File: config.mk
export PLATFORM = sky130hd
export DESIGN_NAME = iq_capture_eng
export DESIGN_NICKNAME = d
export VERILOG_FILES = /design/src/rtl/iq_cap_pkg.sv /design/src/rtl/iq_cap_trig.sv /design/src/rtl/iq_cap_pack.sv /design/src/rtl/iq_cap_ring.sv /design/src/rtl/iq_capture_eng.sv
export SDC_FILE = /design/constraint.sdc
export NUM_CORES = 1
export LEC_CHECK = 0
export BUFFER_PORTS_ARGS = -buffer_cell sky130_fd_sc_hd__buf_2
export CAP_MARGIN = 20
export CORE_ASPECT_RATIO = 0.8
export CORE_MARGIN = 2
export CORE_UTILIZATION = 23
export CTS_CLUSTER_DIAMETER = 60
export DETAILED_ROUTE_END_ITERATION = 8
export HOLD_SLACK_MARGIN = 0.02
export MAX_ROUTING_LAYER = met4
export PLACE_DENSITY_LB_ADDON = 0.1
export SKIP_LAST_GASP = 1
export SLEW_MARGIN = 20
export SYNTH_ARGS = -nofsm -noshare
export SYNTH_HDL_FRONTEND = slang
export SYNTH_SLANG_ARGS = --single-unit
File: constraint.sdc
create_clock -name clk -period 4.1 [get_ports clk]
set_input_delay 0.82 -clock clk [delete_from_list [all_inputs] [get_ports clk]]
set_output_delay 0.82 -clock clk [all_outputs]
set_load 0.05 [all_outputs]
File: src/rtl/iq_cap_pkg.sv
package iq_cap_pkg;

  localparam int NUM_SRC = 6;

  typedef enum logic [1:0] {
    CAP_IDLE = 2'd0,
    CAP_PRE  = 2'd1,
    CAP_POST = 2'd2,
    CAP_DONE = 2'd3
  } cap_state_e;

  // Source index order within the event vector (matches cfg_trig_sel codes)
  localparam int SRC_MANUAL  = 0;
  localparam int SRC_CRC_OK  = 1;
  localparam int SRC_CRC_BAD = 2;
  localparam int SRC_CCA     = 3;
  localparam int SRC_BB      = 4;
  localparam int SRC_MAC     = 5;

  typedef struct packed {
    logic [2:0] sel;
    logic       falling;
    logic       dbl;
    logic       dual;
  } cap_cfg_t;

endpackage

File: src/rtl/iq_cap_trig.sv
module iq_cap_trig #(
  parameter int NUM_SRC = 6
) (
  input  logic               clk,
  input  logic               rst,
  input  logic [NUM_SRC-1:0] src,
  input  logic [2:0]         sel,
  input  logic               falling,
  input  logic               armed,
  output logic               hit
);

  logic [NUM_SRC-1:0] prev;
  logic [NUM_SRC-1:0] edg;

  always_ff @(posedge clk) begin
    if (rst) prev <= '0;
    else     prev <= src;
  end

  for (genvar g = 0; g < NUM_SRC; g++) begin : g_edge
    assign edg[g] = falling ? (prev[g] & ~src[g]) : (src[g] & ~prev[g]);
  end

  always_comb begin
    hit = 1'b0;
    for (int i = 0; i < NUM_SRC; i++) begin
      if (int'(sel) == i) hit = armed & edg[i];
    end
  end

endmodule

File: src/rtl/iq_cap_pack.sv
module iq_cap_pack #(
  parameter int SW      = 12,
  parameter bit DUAL_EN = 1'b1
) (
  input  logic [SW-1:0] a_i,
  input  logic [SW-1:0] a_q,
  input  logic [SW-1:0] b_i,
  input  logic [SW-1:0] b_q,
  input  logic          dual,
  output logic [63:0]   word
);

  localparam int PAD = 32 - 2 * SW;

  logic [31:0] lo_half;
  logic [31:0] hi_half;

  assign lo_half = {{PAD{1'b0}}, a_q, a_i};

  if (DUAL_EN) begin : g_dual
    assign hi_half = dual ? {{PAD{1'b0}}, b_i, b_q} : 32'd0;
  end else begin : g_single
    assign hi_half = 32'd0;
  end

  assign word = {hi_half, lo_half};

endmodule

File: src/rtl/iq_cap_ring.sv
module iq_cap_ring #(
  parameter int WIN_WORDS = 4096,
  parameter int MEM_AW    = 14,
  parameter int WIN_BASE  = 4096,
  parameter int PTR_W     = 13
) (
  input  logic              clk,
  input  logic              rst,
  input  logic              clear,
  input  logic              wr,
  input  logic              dbl,
  input  logic [63:0]       din,
  output logic              mem_we,
  output logic [MEM_AW-1:0] mem_addr,
  output logic [63:0]       mem_wdata,
  output logic [PTR_W-1:0]  ptr
);

  localparam logic [PTR_W-1:0]  LAST_S = PTR_W'(WIN_WORDS - 1);
  localparam logic [PTR_W-1:0]  LAST_D = PTR_W'(2 * WIN_WORDS - 1);
  localparam logic [MEM_AW-1:0] BASE_A = MEM_AW'(WIN_BASE);

  logic [PTR_W-1:0] last;
  assign last = dbl ? LAST_D : LAST_S;

  always_ff @(posedge clk) begin
    if (rst) begin
      ptr       <= '0;
      mem_we    <= 1'b0;
      mem_addr  <= BASE_A;
      mem_wdata <= '0;
    end else begin
      mem_we <= wr & ~clear;
      if (clear) begin
        ptr <= '0;
      end else if (wr) begin
        mem_addr  <= BASE_A + MEM_AW'(ptr);
        mem_wdata <= din;
        ptr       <= (ptr == last) ? '0 : ptr + PTR_W'(1);
      end
    end
  end

endmodule

File: src/rtl/iq_capture_eng.sv
module iq_capture_eng #(
  parameter int SW        = 12,
  parameter int WIN_WORDS = 4096,
  parameter int MEM_AW    = 14,
  parameter int WIN_BASE  = 4096,
  parameter int POST_W    = 16,
  parameter bit DUAL_EN   = 1'b1
) (
  input  logic                           clk,
  input  logic                           rst,
  input  logic                           cfg_enable,
  input  logic [2:0]                     cfg_trig_sel,
  input  logic                           cfg_trig_falling,
  input  logic [POST_W-1:0]              cfg_post_cnt,
  input  logic                           cfg_win_double,
  input  logic                           cfg_dual_path,
  input  logic                           cfg_manual,
  input  logic                           smp_valid,
  input  logic [SW-1:0]                  smp_a_i,
  input  logic [SW-1:0]                  smp_a_q,
  input  logic [SW-1:0]                  smp_b_i,
  input  logic [SW-1:0]                  smp_b_q,
  input  logic                           ev_crc_ok,
  input  logic                           ev_crc_fail,
  input  logic                           ev_cca,
  input  logic                           ev_bb,
  input  logic                           ev_mac,
  output logic                           mem_we,
  output logic [MEM_AW-1:0]              mem_addr,
  output logic [63:0]                    mem_wdata,
  output logic                           st_busy,
  output logic                           st_done,
  output logic [$clog2(2*WIN_WORDS)-1:0] st_wptr
);
  import iq_cap_pkg::*;

  localparam int PTR_W = $clog2(2 * WIN_WORDS);

  cap_state_e          state;
  cap_cfg_t            cfg_q;
  logic [POST_W-1:0]   post_q;
  logic [POST_W-1:0]   post_left;
  logic [NUM_SRC-1:0]  src;
  logic [63:0]         word;
  logic                arm;
  logic                accept;
  logic                hit;

  always_comb begin
    src              = '0;
    src[SRC_MANUAL]  = cfg_manual;
    src[SRC_CRC_OK]  = ev_crc_ok;
    src[SRC_CRC_BAD] = ev_crc_fail;
    src[SRC_CCA]     = ev_cca;
    src[SRC_BB]      = ev_bb;
    src[SRC_MAC]     = ev_mac;
  end

  assign arm    = (state == CAP_IDLE) && cfg_enable;
  assign accept = smp_valid && ((state == CAP_PRE) || (state == CAP_POST));

  iq_cap_trig #(.NUM_SRC(NUM_SRC)) u_trig (
    .clk     (clk),
    .rst     (rst),
    .src     (src),
    .sel     (cfg_q.sel),
    .falling (cfg_q.falling),
    .armed   (state == CAP_PRE),
    .hit     (hit)
  );

  iq_cap_pack #(.SW(SW), .DUAL_EN(DUAL_EN)) u_pack (
    .a_i  (smp_a_i),
    .a_q  (smp_a_q),
    .b_i  (smp_b_i),
    .b_q  (smp_b_q),
    .dual (cfg_q.dual),
    .word (word)
  );

  iq_cap_ring #(
    .WIN_WORDS (WIN_WORDS),
    .MEM_AW    (MEM_AW),
    .WIN_BASE  (WIN_BASE),
    .PTR_W     (PTR_W)
  ) u_ring (
    .clk       (clk),
    .rst       (rst),
    .clear     (arm),
    .wr        (accept),
    .dbl       (cfg_q.dbl),
    .din       (word),
    .mem_we    (mem_we),
    .mem_addr  (mem_addr),
    .mem_wdata (mem_wdata),
    .ptr       (st_wptr)
  );

  always_ff @(posedge clk) begin
    if (rst) begin
      state     <= CAP_IDLE;
      cfg_q     <= '0;
      post_q    <= '0;
      post_left <= '0;
    end else if (!cfg_enable) begin
      state <= CAP_IDLE;
    end else begin
      case (state)
        CAP_IDLE: begin
          state         <= CAP_PRE;
          cfg_q.sel     <= cfg_trig_sel;
          cfg_q.falling <= cfg_trig_falling;
          cfg_q.dbl     <= cfg_win_double;
          cfg_q.dual    <= cfg_dual_path;
          post_q        <= cfg_post_cnt;
        end
        CAP_PRE: begin
          if (hit) begin
            post_left <= post_q;
            state     <= (post_q == '0) ? CAP_DONE : CAP_POST;
          end
        end
        CAP_POST: begin
          if (smp_valid) begin
            post_left <= post_left - POST_W'(1);
            if (post_left == POST_W'(1)) state <= CAP_DONE;
          end
        end
        default: state <= CAP_DONE;
      endcase
    end
  end

  assign st_busy = (state == CAP_PRE) || (state == CAP_POST);
  assign st_done = (state == CAP_DONE);

endmodule

==> flow_metrics.env <==
export IMPL_cts_resized_gates=0
export IMPL_antenna_found_initial=0
export IMPL_n_antenna_cell=0
export IMPL_grt_pass1_wl_mm=27.27
export IMPL_fin_crit_sh=0.6336
export IMPL_leakagePower_nw=2.834
export IMPL_outcome="finished clean"
export IMPL_startpoint_type="flop"
export IMPL_p_sw_frac=0.2822
export IMPL_setup_slack_ns=1.502
export IMPL_p_switching_uw=935.9
export IMPL_die_h_um=140.5
export IMPL_post_cts_buffers=0
export IMPL_comb_power_share=0.132
export IMPL_htree_levels=4
export IMPL_place_ws_ns=1.362
export IMPL_end_kind="flop"
export IMPL_initial_core_util=0.2361
export IMPL_layout_min_cycle_time_ns=2.598
export IMPL_pwr_share_clk=0.488
export IMPL_rsz0062_at_grt="no"
export IMPL_drive_above_1_share=0.2603
export IMPL_insertion_delay_ns=0.42
export IMPL_yosys_area_top_type="dfxtp_1"
export IMPL_drc=0
export IMPL_clockBufferDepth=2
export IMPL_hold_buffers=0
export IMPL_setup_viol=0
export IMPL_vias=5087
export IMPL_synth_cells=671
export IMPL_p_int_mw=2.380
export IMPL_die_width_um=174.6
export IMPL_area_growth_pct=30.44
export IMPL_cts_inserted_buffers=17
export IMPL_die_area_um2=24530
export IMPL_synth_area_um2=5355
export IMPL_cts_sinks=122
export IMPL_wl_mm=17.59
export IMPL_critPathArrivalTime_ns=2.91
export IMPL_yosys_area_top_type_share=0.4561
export IMPL_cap_violations=0
export IMPL_hold_viol=0
export IMPL_yosys_register_bits=122
export IMPL_async_reset_ff_frac=0
export IMPL_wl_per_cell_um=15.59
export IMPL_drt_iter0_drc=248
export IMPL_max_freq_ghz=0.3850
export IMPL_ys_flop_type="dfxtp_1"
export IMPL_finalSetupTns_ns=0
export IMPL_synth_edf_count=0
export IMPL_worstMarginPinSlew_ns=0.8645
export IMPL_synth_yosys_seq_area_share=0.4561
export IMPL_grt_pass1_vias=4818
export IMPL_nNetsFinal=897
export IMPL_fin_skew_ns=0.01122
export IMPL_place_hpwl_mm=11.80
export IMPL_power_density_nw_per_um2=474.7
export IMPL_path_max_fanout=17
export IMPL_maxSlewViolCount=0
export IMPL_gp_congestion=0.7508
export IMPL_clock_root_buffer="clkbuf_16"
export IMPL_grt_overflow=0
export IMPL_relSlewSlack=0.4229
export IMPL_io_pins=174
export IMPL_io_buffers=157
export IMPL_core_rowCount=49
export IMPL_clk_pin_slew_worst_paths_ns=0.06
export IMPL_grt_start_max_net_pins=67
export IMPL_synth_commonest_cells="nand2_1 (175), dfxtp_1 (122), a21oi_1 (102)"
export IMPL_post_drt_via_cell_ratio=4.510
export IMPL_seq_power_share=0.381
export IMPL_synth_cell_types=59
export IMPL_first_pass_iters=4
export IMPL_ys_warn_count=0
export IMPL_grt_total_usage=0.1457
export IMPL_hp_class="flop to flop"
export IMPL_synth_most_common_cell="nand2_1"
export IMPL_avgSynthCellArea_um2=7.981
export IMPL_core_region_area_um2=22680
export IMPL_cts_tree="built"
export IMPL_ys_top_cells_by_area="dfxtp_1 (46%), nand2_1 (12%), a21oi_1 (9.5%), clkbuf_1 (3.0%), nand3_1 (2.6%)"
export IMPL_peakVddDrop_mv=0.2596
export IMPL_drt_antenna_violating_nets=0
export IMPL_crit_type="flop to flop"
export IMPL_crit_required_ns=4.41
per-layer routing:
metal / vias to the layer above / track usage / part of all wire
li1: 2559 / - / -
met1: 2397 / 0.2021 / 0.51
met2: 118 / 0.2132 / 0.44
met3: 13 / 0.03067 / 0.043
met4: 0 / 0.04079 / 0.011
met5: - / - / 0
final timing paths:
path,from,endpoint,slack [ns],depth (start not counted)
setup / recovery,state[0]$_SDFFE_PP0P_,post_left[9]$_SDFFE_PP0P_,1.50,7
hold / removal,u_ring.mem_wdata[39]$_SDFFE_PP0P_,u_ring.mem_wdata[39]$_SDFFE_PP0P_,0.45,2
setup reg to reg,state[0]$_SDFFE_PP0P_,post_left[9]$_SDFFE_PP0P_,1.50,7
hold reg to reg,u_ring.mem_wdata[39]$_SDFFE_PP0P_,u_ring.mem_wdata[39]$_SDFFE_PP0P_,0.45,2
layout by cell type (no fill, tap or decap), drive strengths merged, types with 2 or more instances in the layout:
master / netlist / layout
conb: 1 / 16
and3: 4 / 4
clkinv: 1 / 6
nand2: 175 / 175
and3b: 2 / 2
inv: 8 / 10
o221a: 3 / 3
xnor2: 5 / 5
xor2: 6 / 6
nor4b: 2 / 2
bufinv: 0 / 4
or3: 4 / 4
or2: 3 / 3
and2: 3 / 3
o211ai: 3 / 3
dfxtp: 122 / 122
a22oi: 2 / 2
nor3: 9 / 9
nand4: 2 / 2
nand3: 28 / 28
and4: 2 / 2
a31oi: 2 / 2
a21oi: 102 / 102
mux2i: 5 / 5
o32ai: 14 / 14
nor4: 10 / 10
nor2: 25 / 25
nand2b: 5 / 5
clkbuf: 44 / 18
ha: 8 / 8
buf: 19 / 167
a221oi: 3 / 3
clkinvlp: 0 / 3
nor3b: 4 / 4
o21ai: 13 / 13
nor2b: 9 / 9
or4: 4 / 4
stage by stage:
step                total power [mW]  hold slack (ns)    util  std cells  area, um2
CTS                            3.373           0.4483  0.3079       1128       6985
finish                         3.316           0.4461  0.3079       1128       6985
global route                   3.470           0.4688  0.3079       1128       6985
floorplan                      1.596           0.4333       -        686       5411
detailed placement             1.730           0.4405  0.2804       1096       6360
global placement               1.735           0.4367  0.2804       1096       6360
registers in the layout, summed over array words and instances, names as in the netlist:
register and flops:
u_ring.mem_wdata 48, post_left 16, post_q 16, u_ring.mem_addr 14, u_ring.ptr 13, cfg_q 6, u_trig.prev 6, state 2
u_ring.mem_we 1
cells by family after synthesis:
family | after synthesis | synth area share
AOI/OAI and AO/OA | 157 | 0.1804
xor gates and xnor gates | 11 | 0.01799
adders and majority gates | 8 | 0.01869
buffers and inverters | 72 | 0.06378
DFF | 122 | 0.4561
muxes | 7 | 0.01565
other | 1 | 0.0007003
and+or+nand+nor | 293 | 0.2467
final cells by class:
class	count	area (um2)
Fill cell	2484	15700
Tap cell	306	382.9
Inverter	9	33.78
Clock inverter	14	196.4
Clock buffer	18	429.2
Timing Repair Buffer	167	863.3
Multi-Input combinational cell	492	2638
Sequential cell	122	2442
critical path, cell delays in order (launching register included):
cell and delay, ns:
dfxtp_1 0.34, inv_1 0.12, ha_1 0.70, mux2_2 0.30
and2_1 0.40, o21ai_1 0.12, buf_4 0.23, o32ai_1 0.28
power by group through the flow:
stage,logic (mW),clock network (mW),registers (mW)
after detailed placement,0.441,0,1.29
after global routing,0.478,1.72,1.27
after global placement,0.446,0,1.29
after floorplan,0.276,0,1.32
after CTS,0.443,1.67,1.26
final,0.437,1.62,1.26
Power figures use the tool's default switching activity.
